==> config.mk <==
export PLATFORM = sky130hd
export DESIGN_NAME = lfsrShiftPatternGen
export DESIGN_NICKNAME = d
export VERILOG_FILES = /design/src/rtl/lfsrShiftPkg.sv /design/src/rtl/lfsrShiftCtrl.sv /design/src/rtl/lfsrShiftDatapath.sv /design/src/rtl/lfsrShiftPatternGen.sv
export SDC_FILE = /design/constraint.sdc
export NUM_CORES = 1
export LEC_CHECK = 0
export ABC_CLOCK_PERIOD_IN_PS = 900
export BUFFER_PORTS_ARGS = -buffer_cell sky130_fd_sc_hd__buf_2
export CORE_AREA = 2 2 39 41
export DETAILED_ROUTE_END_ITERATION = 10
export DIE_AREA = 0 0 41 43
export GPL_TIMING_DRIVEN = 0
export PLACE_DENSITY = 0.39
export SYNTH_ARGS = -nofsm -noshare
export SYNTH_HDL_FRONTEND = slang
export SYNTH_SLANG_ARGS = --single-unit
==> constraint.sdc <==
create_clock -name clk -period 0.9 [get_ports clk]
set_clock_uncertainty 0.05 [all_clocks]
set_input_delay 0.18 -clock clk [delete_from_list [all_inputs] [get_ports clk]]
set_output_delay 0.18 -clock clk [all_outputs]
set_load 0.05 [all_outputs]
==> src/rtl/lfsrShiftPkg.sv <==
`timescale 1ns/1ps
package lfsrShiftPkg;
  // Strobes passed from the control to the datapath
  typedef struct packed {
    logic load;         // write the seed this cycle
    logic forceDefault; // seed LFSR part was zero: use the default instead
    logic advance;      // step the generator this cycle
  } genCtrl_t;
endpackage

==> src/rtl/lfsrShiftCtrl.sv <==
`timescale 1ns/1ps
module lfsrShiftCtrl
  import lfsrShiftPkg::*;
#(
  parameter int LFSR_W = 3,
  parameter int TAIL_W = 1,
  localparam int VEC_W = LFSR_W + TAIL_W
) (
  input  logic             seedLoad,
  input  logic [VEC_W-1:0] seedValue,
  input  logic             enable,
  output genCtrl_t         strobes
);
  logic seedLfsrZero;

  always_comb begin
    seedLfsrZero         = (seedValue[LFSR_W-1:0] == '0);
    strobes.load         = seedLoad;
    strobes.forceDefault = seedLoad & seedLfsrZero;
    strobes.advance      = enable & ~seedLoad;
  end
endmodule

==> src/rtl/lfsrShiftDatapath.sv <==
`timescale 1ns/1ps
module lfsrShiftDatapath
  import lfsrShiftPkg::*;
#(
  parameter int               LFSR_W       = 3,
  parameter int               TAIL_W       = 1,
  parameter logic [LFSR_W-1:0] TAP_MASK    = 3'b110,
  parameter logic [LFSR_W-1:0] LFSR_DEFAULT = 3'b001,
  localparam int VEC_W = LFSR_W + TAIL_W
) (
  input  logic             clk,
  input  logic             rstN,
  input  genCtrl_t         strobes,
  input  logic [VEC_W-1:0] seedValue,
  output logic [VEC_W-1:0] vecOut
);
  logic [LFSR_W-1:0] lfsrQ;
  logic [TAIL_W-1:0] tailQ;
  logic              feedBit;

  assign feedBit = ^(lfsrQ & TAP_MASK);

  // LFSR section: stage 0 takes the feedback, higher stages shift up
  always_ff @(posedge clk) begin
    if (!rstN) begin
      lfsrQ <= LFSR_DEFAULT;
    end else if (strobes.load) begin
      lfsrQ <= strobes.forceDefault ? LFSR_DEFAULT : seedValue[LFSR_W-1:0];
    end else if (strobes.advance) begin
      lfsrQ <= {lfsrQ[LFSR_W-2:0], feedBit};
    end
  end

  // Tail: plain shift register fed by the last LFSR stage
  generate
    for (genvar k = 0; k < TAIL_W; k++) begin : gTail
      always_ff @(posedge clk) begin
        if (!rstN) begin
          tailQ[k] <= 1'b0;
        end else if (strobes.load) begin
          tailQ[k] <= seedValue[LFSR_W + k];
        end else if (strobes.advance) begin
          if (k == 0) tailQ[k] <= lfsrQ[LFSR_W-1];
          else        tailQ[k] <= tailQ[(k == 0) ? 0 : k-1];
        end
      end
    end
  endgenerate

  assign vecOut = {tailQ, lfsrQ};

  // the LFSR section never sits at zero
  p_lfsr_nonzero_r3: assert property (@(posedge clk) disable iff (!rstN)
    vecOut[LFSR_W-1:0] != '0);

  // the first tail stage follows the last LFSR stage on a step
  p_tail_follow_r4: assert property (@(posedge clk) disable iff (!rstN)
    strobes.advance |=> vecOut[LFSR_W] == $past(vecOut[LFSR_W-1]));

  // idle generator holds its vector
  p_idle_hold_r5: assert property (@(posedge clk) disable iff (!rstN)
    (!strobes.advance && !strobes.load) |=> $stable(vecOut));

  // nonzero seed is taken as given
  p_seed_take_r6: assert property (@(posedge clk) disable iff (!rstN)
    (strobes.load && !strobes.forceDefault) |=> vecOut == $past(seedValue));

  // zero LFSR seed is replaced by the default, tail still loaded
  p_zero_seed_r7: assert property (@(posedge clk) disable iff (!rstN)
    strobes.forceDefault |=>
      (vecOut[LFSR_W-1:0] == LFSR_DEFAULT) &&
      (vecOut[VEC_W-1:LFSR_W] == $past(seedValue[VEC_W-1:LFSR_W])));
endmodule

==> src/rtl/lfsrShiftPatternGen.sv <==
`timescale 1ns/1ps
module lfsrShiftPatternGen
  import lfsrShiftPkg::*;
#(
  parameter int               LFSR_W       = 3,
  parameter int               TAIL_W       = 1,
  parameter logic [LFSR_W-1:0] TAP_MASK    = 3'b110,
  parameter logic [LFSR_W-1:0] LFSR_DEFAULT = 3'b001,
  localparam int VEC_W = LFSR_W + TAIL_W
) (
  input  logic             clk,
  input  logic             rstN,
  input  logic             seedLoad,
  input  logic [VEC_W-1:0] seedValue,
  input  logic             enable,
  output logic [VEC_W-1:0] testVector
);
  genCtrl_t strobes;

  lfsrShiftCtrl #(.LFSR_W(LFSR_W), .TAIL_W(TAIL_W)) uCtrl (
    .seedLoad (seedLoad),
    .seedValue(seedValue),
    .enable   (enable),
    .strobes  (strobes)
  );

  lfsrShiftDatapath #(
    .LFSR_W(LFSR_W), .TAIL_W(TAIL_W),
    .TAP_MASK(TAP_MASK), .LFSR_DEFAULT(LFSR_DEFAULT)
  ) uData (
    .clk      (clk),
    .rstN     (rstN),
    .strobes  (strobes),
    .seedValue(seedValue),
    .vecOut   (testVector)
  );
endmodule

# Word-level counts from Yosys, hierarchy flattened
# Cells that the tools add are included.
[op_classes] n_reduce_logical=3 bitwise_logic=3 muxes=5
[op_table] cell="3-bit 2-to-1 mux" count=3
[op_table] cell="3-bit logical NOT" count=1
[op_table] cell="3-bit parity" count=1
[op_table] cell="1-bit bitwise AND" count=2
[op_table] cell="1-bit 2-to-1 mux" count=2
[op_table] cell="2-bit nonzero test" count=1
[op_table] cell="1-bit NOT" count=1
[word_totals] ff_bits=4 elab_cells=13 output_inout_bits=4 inputBits=8

# Depth between registers and ports, before layout
# Gate-level depths: netlist of run 1.
[logic_depth] ltp_word=4 depth_mapped=4 depth_no_buf=3

# Hierarchy
# From an unflattened synthesis of run 1, not the netlist that was laid out.
[hier_totals] hier_cells=26 hier_area_um2=235.2
[modules_own_cells] mod="lfsrShiftDatapath" cells_per_inst=23 area_each_um2=206.4 n_inst=1 seq_area_each_um2=80.1
[modules_own_cells] mod="lfsrShiftCtrl" cells_per_inst=3 area_each_um2=28.8 n_inst=1 seq_area_each_um2=0.0

# Worst setup path after synthesis of run 1
# OpenSTA, ideal clock, no wires.
[synth_timing] path_kind="register -> register" start="register uData.lfsrQ[1]" end="register uData.lfsrQ[0]" setup_ps=62 path_buffers=0 path_stages_with_launch=4 synth_period_minus_slack_ps=1256 required_ps=788 path_slack_ps=-356 arrival_time_ps=1145 cell_sequence="dfxtp_1 xnor2_1 a211o_1 nand3_1"
[synth_via] elab_chain_len=3
[synth_lines] item="start, declared" line_no="lfsrShiftDatapath.sv:17" source="logic [LFSR_W-1:0] lfsrQ;"
[synth_lines] item="start signal, assigned" line_no="lfsrShiftDatapath.sv:28" source="lfsrQ <= strobes.forceDefault ? LFSR_DEFAULT : seedValue[LFSR_W-1:0];"
[synth_lines] item="start signal, assigned" line_no="lfsrShiftDatapath.sv:30" source="lfsrQ <= {lfsrQ[LFSR_W-2:0], feedBit};"
[synth_lines] item="3-bit parity" line_no="lfsrShiftDatapath.sv:21" source="assign feedBit = ^(lfsrQ & TAP_MASK);"
[synth_lines] item="3-bit 2-to-1 mux" line_no="lfsrShiftDatapath.sv:29" source="end else if (strobes.advance) begin"
[synth_lines] item="3-bit 2-to-1 mux" line_no="lfsrShiftDatapath.sv:27" source="end else if (strobes.load) begin"
# No other way between the ends. The select of a mux whose other input is x is not followed.
# A chain may end at the register's enable or synchronous reset.

# Worst setup path after layout of run 1
[layout_timing] start="register uData.lfsrQ[1]" end="output testVector[1]"
[layout_lines] item="end, declared" line_no="lfsrShiftPatternGen.sv:16" source="output logic [VEC_W-1:0] testVector"
# No word-level cell between the ends.

==> results of run 1 <==
## what timing repair did
| action | in CTS | in global routing |
|---|---|---|
| gates resized for setup | 13 | 3 |
| endpoints found under the hold margin | 0 | 0 |
| pin swaps | 0 | 4 |
| gates cloned | 0 | 0 |
| setup endpoints to repair | 4 | 8 |
## cells in the mapped netlist, drive strengths merged
master / n / area share
and2: 3 / 0.093
mux2i: 3 / 0.15
nand3: 1 / 0.025
buf: 2 / 0.062
nand2: 3 / 0.056
a211o: 1 / 0.043
o21ai: 4 / 0.099
dfxtp: 4 / 0.40
xnor2: 1 / 0.043
nor2: 2 / 0.037
## worst register-to-register path, delay by kind of cell (launching register included)
family / cells / cell delay, ps
xor gates and xnor gates: 1 / 120
AOI/OAI and AO/OA: 1 / 250
and+or+nand+nor: 1 / 60
DFF: 1 / 350
## state kept, by name, indices dropped and copies added, names as in the netlist
name and cells:
uData.tailQ 1, uData.lfsrQ 3
## layer usage
| metal | track usage | wire length [um] | vias to the layer above |
|---|---|---|---|
| met5 | 0 | 0 | - |
| met4 | 0.1200 | 17 | 0 |
| met3 | 0.03141 | 24 | 2 |
| met2 | 0.07188 | 177 | 10 |
| met1 | 0.07717 | 211 | 79 |
| li1 | - | - | 106 |
## through the flow
stage | cells | hold slack (ps)
detailed placement | 50 | 353.1
CTS | 53 | 102.1
global placement | 50 | 355.1
finish | 53 | 108.1
floorplan | 24 | 214.0
global route | 53 | 104.3
## worst min path at each step
stage / endpoint / startpoint / slack [ps]
2_1_floorplan: uData.lfsrQ[0]$_SDFFE_PN1P_ / rstN / 210
3_3_place_gp: uData.lfsrQ[0]$_SDFFE_PN1P_ / rstN / 360
3_5_place_dp: uData.lfsrQ[0]$_SDFFE_PN1P_ / rstN / 350
4_1_cts: uData.lfsrQ[0]$_SDFFE_PN1P_ / rstN / 100
5_1_grt: uData.lfsrQ[0]$_SDFFE_PN1P_ / rstN / 100
6_report: uData.lfsrQ[0]$_SDFFE_PN1P_ / rstN / 110
## layout by cell type (no fill, tap or decap), types with 2 or more instances in the layout
master	n
buf_2	7
clkbuf_4	3
dfxtp_4	3
buf_8	4
o21ai_1	3
nor2_1	2
mux2i_1	3
nand2_1	3
and2_1	3
## kinds of logic (layout without fill, tap and decap cells)
group                  Yosys count  count (layout)  share of synthesized area
AO/OA/AOI/OAI                    5               5                     0.1420
XOR/XNOR                         1               1                    0.04322
buffers and inverters            2              15                    0.06172
flip-flops                       4               4                     0.3951
multiplexers                     3               3                     0.1482
AND/OR/NAND/NOR                  9               9                     0.2099
## power groups by stage
stage | registers, uW | clock network, uW | logic, uW
3_5_place_dp | 202 | 0 | 120
4_1_cts | 205 | 257 | 140
5_1_grt | 207 | 280 | 151
3_3_place_gp | 202 | 0 | 121
2_1_floorplan | 235 | 0 | 50.2
6_report | 204 | 242 | 141
## layout make-up
class | count | area (um2) | area share
multi-input cells | 18 | 110.1 | 0.3200
flip-flops and latches | 4 | 92.59 | 0.2691
repair buffers | 10 | 90.09 | 0.2618
clock buffers | 4 | 26.28 | 0.07636
well taps | 16 | 20.02 | 0.05818
plain buffers | 1 | 5.005 | 0.01455
==> metrics, run 1 <==
failing checks=negative setup slack; FF-to-FF path depth=3; Net Sw Power=164.4 uW; Post-Syn Instances=24; hold path cells=2; Die Y=between 40 and 50 um; DRC=0; worst slew pin tran=between 150 and 200 ps; max incr delay on CP=approximately 360 ps; Core Area=around 1400 um2; Cell Chain, Critical Path=buf_8; fillcell total=between 150 and 200; Ant. Diodes=0; Die ar.=between 1500 and 2000 um2; final instance area=between 300 and 400 um2; layout cells sized above 1=0.4865; final WL=431 um; critical path endpoint category=output pin; vias in the first global route=roughly 180; H-tree Lvls=1; register share of total power=0.348; Critical Path Source Type=register; total gr overflow=0; Crit path arrival time=between 700 and 800 ps; Place WS=-24.71 ps; static leakage=~0.00015 uW; IO Port Bufs=10; power share of the combinational group=0.240; ANT nets after route=0; CTS tree=built; reg-to-reg critical path endpoint=uData.lfsrQ[0]$_SDFFE_PN1P_; pin count of the biggest net entering global routing=9; cell area after placement=284.0 um2; Crit. Startpoint=uData.lfsrQ[1]$_SDFFE_PN0P_; RSZ-0062 raised after global routing=true; count of cell types in the netlist=11; Final Setup Violations=4; I/O pins=12; mean post-synth cell area=approximately 8.4 um2; CTS Hold Bufs=0; Syn-to-layout area delta=69.75%; Rows=14; post-synthesis net count=32; Wirelength per Cell=a little over 8 um; RePlAce Congestion=about 0.66; Root Buffer=clkbuf_4; CP Data Required Time=roughly 670 ps; Initial Utilization=0.1465; Hold Vio Cnt, Final=0; Pwr Total=~590 uW; Slew headroom=0.8769; fin crit share=1.080; Max Cap Viol=0; via/cell ratio=between 3 and 4; Crit Path Max Fanout=4; maximum achievable frequency=around 1000 MHz; switching portion of total power=0.2800; Stages on worst setup path=1; clock buffer depth=2; synthesized area=202.7 um2; GRT Overall Usage=0.07129; Vias=approximately 200; clock network fraction of total power=0.412; postcts setup bufs=0; Final Critical Period=between 900 and 1000 ps; status=finished with violations; worst skew pair latency=around 230 ps; #FFs+latches synth=4; FF-to-FF Start=uData.lfsrQ[1]$_SDFFE_PN0P_; Pint=approximately 420 uW; Final TNS setup=-225.4 ps; CTS buffer count=3; Reg2Reg Setup Slack=0 ps; Yosys warning count=0; Bufs and invs on worst path=1; Sink Count=4; drt first pass iters=4; Hold Path Class=in -> reg; Top delay family on crit path=flip-flops; nets@finish=46; register area share after synthesis=0.3951; worst setup margin=-72.23 ps; worst vdd ir=0.0003620 V; Worst Setup EP=testVector[1]; first-pass GRT wire length=717 um; Die Wd=roughly 41 um; post-layout util=0.2486; antenna violations before repair=0; Slew Viols, Final=0; crit path kind=reg -> out; Reg clk slew, reported paths=40 ps; PwrDens=~1700 nW/um2; slowest stage cell, crit path=dfxtp_4; 1st-iter DRT viols=6
No activity file was read; power rests on OpenSTA's default activity.
==> run 2, diff against run 1 <==
--- a/config.mk
+++ b/config.mk
@@ -11,7 +11,8 @@
 export DETAILED_ROUTE_END_ITERATION = 10
 export DIE_AREA = 0 0 41 43
 export GPL_TIMING_DRIVEN = 0
-export PLACE_DENSITY = 0.39
+export PLACE_DENSITY = 0.41
 export SYNTH_ARGS = -nofsm -noshare
 export SYNTH_HDL_FRONTEND = slang
+export SYNTH_HIERARCHICAL = 1
 export SYNTH_SLANG_ARGS = --single-unit
==> run 2 against run 1 <==
The flow still finishes with violations (negative setup slack). Largest power group unchanged. Final cell count up 7.5%. Sequential cell count unchanged. Area after synthesis up 16%. Critical path type unchanged.
==> metrics, run 2 <==
Final Setup Violations=5 (+1); first-pass GRT wire length=738 um (+2.9%); register area share after synthesis=0.3404 (-0.05464); Final Critical Period=971.2 ps (-0.9773 ps); pin count of the biggest net entering global routing=7 (-2); Reg2Reg Setup Slack=-40 ps (-40 ps); Wirelength per Cell=8.544 um (+5.1%); worst setup margin=-71.25 ps (+0.9773 ps); Initial Utilization=0.1700 (+0.02351); RSZ-0062 raised after global routing=true; Bufs and invs on worst path=1 (unchanged); 1st-iter DRT viols=1 (-5); critical path endpoint category=output pin; top post-synthesis cells by area=dfxtp_1 34%, mux2i_1 13%, o21ai_0 6.4%; Vias=227 (+15%); fin crit share=1.079 (-0.001086); Max Cap Viol=0 (unchanged); count of cell types in the netlist=15 (+4); Rows=14 (unchanged); most frequent cells in the layout=6 x buf_2, 4 x buf_8, 3 x clkbuf_4, 3 x buf_4, 3 x mux2i_1; max incr delay on CP=360 ps (about the same); status=finished with violations; worst vdd ir=0.0003408 V (-5.8%); vias in the first global route=206 (+14%); Slew headroom=0.8546 (-0.02224); hold path cells=2 (unchanged); CTS buffer count=3 (unchanged); worst hold start=rstN; Ant. Diodes=0 (unchanged); H-tree Lvls=1 (unchanged); register share of total power=0.338 (-0.010); Largest Register=uData/lfsrQ; clock network fraction of total power=0.394 (-0.018); IO Port Bufs=11 (+1); crit path kind=reg -> out; max reg flops=3 (unchanged); number of synthesized flops with an enable pin=0 (unchanged); ANT nets after route=0 (unchanged); mean post-synth cell area=9.047 um2 (+7.1%); leading registers by flop count=uData/lfsrQ: 3 flops, uData/tailQ: 1 flops; total gr overflow=0 (unchanged); Post-synth top cells=4 x dfxtp_1, 3 x mux2i_1, 3 x o21ai_0; layout cells sized above 1=0.5366 (+0.05010); area leader, netlist=dfxtp_1; Place WS=-253.5 ps (-228.8 ps); I/O pins=12 (unchanged); static leakage=0.0001756 uW (+13%); Post-synth top flop=dfxtp_1; final WL=487 um (+13%); RePlAce Congestion=0.6825 (+3.2%); FF-to-FF Start=uData/lfsrQ[1]$_SDFFE_PN0P_; Post-Syn Instances=26 (+8.3%); Slew Viols, Final=0 (unchanged); commonest non-fill, non-tap cell in the layout=buf_2; clock buffer depth=2 (unchanged); FFs w/ async S/R, synth=0 (unchanged); synthesized area=235.2 um2 (+16%); Crit Path Max Fanout=4 (unchanged); PwrDens=1507 nW/um2 (-12%); post-layout util=0.2920 (+0.04340); GRT Overall Usage=0.06814 (-0.003149); antenna violations before repair=0 (unchanged); Die Y=43 um (unchanged); worst skew pair latency=230 ps (about the same); Hold Path Class=in -> reg; Yosys warning count=6 (+6); hold worst-path end=uData/lfsrQ[0]$_SDFFE_PN1P_; hold_ws=109.7 ps (+1.614 ps); post-synthesis net count=34 (+6.3%); maximum achievable frequency=1030 MHz (+0.10%); #FFs+latches synth=4 (unchanged); switching portion of total power=0.2804 (+0.0004305); failing checks=negative setup slack; CTS tree=built; FF-to-FF path depth=3 (unchanged); Pint=438.3 uW (+3.6%); Sink Count=4 (unchanged); reg-to-reg critical path endpoint=uData/lfsrQ[0]$_SDFFE_PN1P_; Top delay family on crit path=flip-flops; slowest stage cell, crit path=dfxtp_4; Reg clk slew, reported paths=40 ps (about the same); Crit path arrival time=740 ps (about the same); Hold Vio Cnt, Final=0 (unchanged); CP Data Required Time=670 ps (about the same); worst slew pin tran=217.1 ps (+34.37 ps); CTS Hold Bufs=0 (unchanged); Cell Chain, Critical Path=buf_8; Die Wd=41 um (unchanged); area share of the largest cell type after synthesis=0.3404 (-0.05464); Die ar.=1763 um2 (unchanged); most frequent cell after synthesis=dfxtp_1; Net Sw Power=170.8 uW (+3.9%); drt first pass iters=2 (-2); Critical Path Source Type=register; Syn-to-layout area delta=71.81%; via/cell ratio=3.982 (+7.1%); Core Area=1384 um2 (unchanged); power share of the combinational group=0.267 (+0.027); DRC=0 (unchanged); fillcell total=158 (+0.64%); Root Buffer=clkbuf_4; nets@finish=50 (+8.7%)
-- run 2: cell types whose count changed after synthesis, sizes merged, moves of 2 or more --
cell,previous run,this run
nor3,0,2
nor2,2,0
nand3b,0,2
nand2,3,0
-- run 2: layout make-up --
cell class                 instances  area [um2]  share of cell area
multi-input combinational         18       140.1              0.3467
sequential                         4       90.09              0.2229
tap                               16       20.02             0.04954
buffer                             2       15.01             0.03715
inverter                           1       3.754            0.009288
clock buffer                       4       26.28             0.06502
timing repair buffer              12       108.9              0.2693
-- run 2: power by group through the flow --
stage	clock network [uW]	registers, uW	logic (uW)
global placement	0	204	133
global route	268	207	173
floorplan	0	234	62.7
CTS	255	207	153
finish	240	206	163
detailed placement	0	203	132
-- run 2: repair_timing --
action                                  4_1_cts  5_1_grt
resized for setup                            14        3
pin swaps                                     2        1
buffers inserted                              0        1
endpoints found under the hold margin         0        0
endpoints found under the setup margin        6        7
-- run 2: through the flow --
| stage | power (uW) | cell area [um2] | cells | TNS (ps) |
|---|---|---|---|---|
| floorplan | 296.5 | 244.0 | 26 | -233.8 |
| global placement | 337.0 | 319.1 | 53 | -873.5 |
| detailed placement | 335.2 | 319.1 | 53 | -805.3 |
| CTS | 614.4 | 381.6 | 56 | -345.4 |
| global route | 648.5 | 404.1 | 57 | -447.7 |
| finish | 609.1 | 404.1 | 57 | -276.7 |
-- run 2: kinds of logic (layout without fill, tap and decap cells) --
| logic type | Yosys count | after routing | synth area share |
|---|---|---|---|
| flip-flops | 4 | 4 | 0.3404 |
| XOR/XNOR | 1 | 1 | 0.03724 |
| AND/OR/NAND/NOR | 9 | 9 | 0.2766 |
| buffers and inverters | 4 | 19 | 0.1010 |
| multiplexers | 3 | 3 | 0.1277 |
| AO/OA/AOI/OAI | 5 | 5 | 0.1170 |
-- run 2: worst max-delay path by stage --
| stage | from | to | slack [ps] | cells past startpoint |
|---|---|---|---|---|
| CTS | uData/lfsrQ[2]$_SDFFE_PN0P_ | testVector[2] | -80 | 1 |
| global route | uData/lfsrQ[2]$_SDFFE_PN0P_ | testVector[2] | -100 | 1 |
| global placement | seedLoad | uData/lfsrQ[1]$_SDFFE_PN0P_ | -280 | 6 |
| floorplan | uData/lfsrQ[2]$_SDFFE_PN0P_ | uData/lfsrQ[0]$_SDFFE_PN1P_ | -80 | 3 |
| detailed placement | seedLoad | uData/lfsrQ[1]$_SDFFE_PN0P_ | -250 | 6 |
| finish | uData/lfsrQ[2]$_SDFFE_PN0P_ | testVector[2] | -70 | 1 |
-- run 2: layer usage --
metal,track usage,vias up,wire [um]
li1,-,120,-
met1,0.07987,99,211
met2,0.07813,8,241
met3,0.01571,0,35
met4,0.1000,0,0
met5,0,-,0
==> run 3, diff against run 2 <==
--- a/config.mk
+++ b/config.mk
@@ -5,7 +5,7 @@
 export SDC_FILE = /design/constraint.sdc
 export NUM_CORES = 1
 export LEC_CHECK = 0
-export ABC_CLOCK_PERIOD_IN_PS = 900
+export ABC_CLOCK_PERIOD_IN_PS = 850
 export BUFFER_PORTS_ARGS = -buffer_cell sky130_fd_sc_hd__buf_2
 export CORE_AREA = 2 2 39 41
 export DETAILED_ROUTE_END_ITERATION = 10
==> constraint.sdc (replaced) <==
create_clock -name clk -period 0.85 [get_ports clk]
set_clock_uncertainty 0.05 [all_clocks]
set_input_delay 0.17 -clock clk [delete_from_list [all_inputs] [get_ports clk]]
set_output_delay 0.17 -clock clk [all_outputs]
set_load 0.05 [all_outputs]
==> run 3 against run 2 <==
The flow still finishes with violations (negative setup slack). Non-clock buffer count unchanged. Via count increased by 0.44%. Critical path depth unchanged. Critical endpoint is now testVector[1].
==> metrics, run 3 (synthesis gave the netlist of run 2 again) <==
status=finished with violations; failing checks=negative setup slack; DRC=0 (unchanged); vias in the first global route=221 (+7.3%); I/O pins=12 (unchanged); PwrDens=1585 nW/um2 (+5.1%); Pwr Total=650.3 uW (+6.8%); nets@finish=50 (unchanged); Reg clk slew, reported paths=40 ps (about the same); Die Wd=41 um (unchanged); Slew headroom=0.8546 (about the same); Hold Vio Cnt, Final=0 (unchanged); CTS buffer count=3 (unchanged); Sink Count=4 (unchanged); commonest non-fill, non-tap cell in the layout=buf_2; slowest stage cell, crit path=dfxtp_4; Final Setup Violations=5 (unchanged); CTS Hold Bufs=0 (unchanged); final instance area=410.4 um2 (+1.5%); Core Area=1384 um2 (unchanged); Register Area=90.09 um2 (unchanged); cell area after placement=319.1 um2 (unchanged); antenna violations before repair=0 (unchanged); worst skew pair latency=230 ps (about the same); first-pass GRT wire length=772 um (+4.6%); Hold Path Class=in -> reg; static leakage=0.0001777 uW (+1.2%); Bufs and invs on worst path=1 (unchanged); via/cell ratio=4.000 (+0.44%); Syn-to-layout area delta=74.47%; FF-to-FF path depth=3 (unchanged); 1st-iter DRT viols=7 (+6); worst vdd ir=0.0003815 V (+12%); Stages on worst setup path=1 (unchanged); Root Buffer=clkbuf_4; final WL=519 um (+6.6%); crit path kind=reg -> out; CP Data Required Time=630 ps (-40 ps); most frequent cells in the layout=5 x buf_2, 4 x buf_8, 3 x clkbuf_4, 3 x buf_4, 3 x mux2i_1; drt first pass iters=2 (unchanged); maximum achievable frequency=1039 MHz; Slew Viols, Final=0 (unchanged); Die ar.=1763 um2 (unchanged); Max Cap Viol=0 (unchanged); worst slew pin tran=217.2 ps (+0.04935 ps); layout cells sized above 1=0.5366 (unchanged); critical path endpoint category=output pin; RSZ-0062 raised after global routing=true; GRT Overall Usage=0.07014 (+0.002004); leading registers by flop count=uData/lfsrQ: 3 flops, uData/tailQ: 1 flops; Cell Chain, Critical Path=buf_8; IO Port Bufs=11 (unchanged); H-tree Lvls=1 (unchanged); pin count of the biggest net entering global routing=7 (unchanged); Top delay family on crit path=flip-flops; ANT nets after route=0 (unchanged); Final TNS setup=-494.0 ps (-217.3 ps); clock buffer depth=2 (unchanged); Critical Path Source Type=register; Initial Utilization=0.1700 (unchanged); max reg flops=3 (unchanged); total gr overflow=0 (unchanged); Crit path arrival time=740 ps (about the same); Vias=228 (+0.44%); fillcell total=153 (-3.2%); max incr delay on CP=360 ps (about the same); Rows=14 (unchanged); hold path cells=2 (unchanged); Die Y=43 um (unchanged); RePlAce Congestion=0.6825 (unchanged); Crit Path Max Fanout=4 (unchanged); area of the multi-input gates=140.1 um2 (unchanged); Largest Register=uData/lfsrQ; fin crit share=1.132; Wirelength per Cell=9.105 um (+6.6%); worst setup margin=-112.6 ps (-41.37 ps); Final Critical Period=962.6 ps; Ant. Diodes=0 (unchanged); CTS tree=built
-- run 3: metrics by stage --
stage | util | setup WS (ps) | hold slack [ps] | std cells
global placement | 0.2306 | -316.0 | 340.0 | 53
detailed placement | 0.2306 | -293.5 | 339.0 | 53
finish | 0.2966 | -112.6 | 101.7 | 57
floorplan | - | -134.1 | 191.0 | 26
CTS | 0.2920 | -124.6 | 92.64 | 57
global route | 0.2966 | -144.3 | 104.8 | 57
-- run 3: area by class of cell --
cell class,instances,share of cell area
multi-input cells,18,0.3415
well taps,16,0.04878
plain buffers,2,0.03659
clock buffers,4,0.06402
repair buffers,12,0.2805
flip-flops and latches,4,0.2195
inverters,1,0.009146
-- run 3: repair_timing --
item	in CTS	in global routing
pin swaps	4	0
hold endpoints to repair	0	0
gates resized for setup	16	3
setup endpoints to repair	7	8
buffers inserted	1	0
-- run 3: final timing paths --
kind | startpoint | end | slack [ps]
hold / removal | rstN | uData/lfsrQ[0]$_SDFFE_PN1P_ | 100
setup reg to reg | uData/lfsrQ[1]$_SDFFE_PN0P_ | uData/lfsrQ[0]$_SDFFE_PN1P_ | -90
hold reg to reg | uData/tailQ$_SDFFE_PN0P_ | uData/tailQ$_SDFFE_PN0P_ | 510
setup / recovery | uData/lfsrQ[1]$_SDFFE_PN0P_ | testVector[1] | -110
-- run 3: power breakdown --
part           internal, uW  switching [uW]  leakage, uW
sequential              202            16.4    0.0000344
clock                   176            79.4    0.0000150
combinational          88.7            87.6     0.000128
total                   467             183     0.000178
-- run 3: layer usage --
layer / global-route usage / up-vias / wire length (um)
li1: - / 120 / -
met4: 0.1000 / 0 / 0
met3: 0.01571 / 0 / 35
met2: 0.08438 / 8 / 252
met1: 0.07987 / 100 / 231
met5: 0 / - / 0
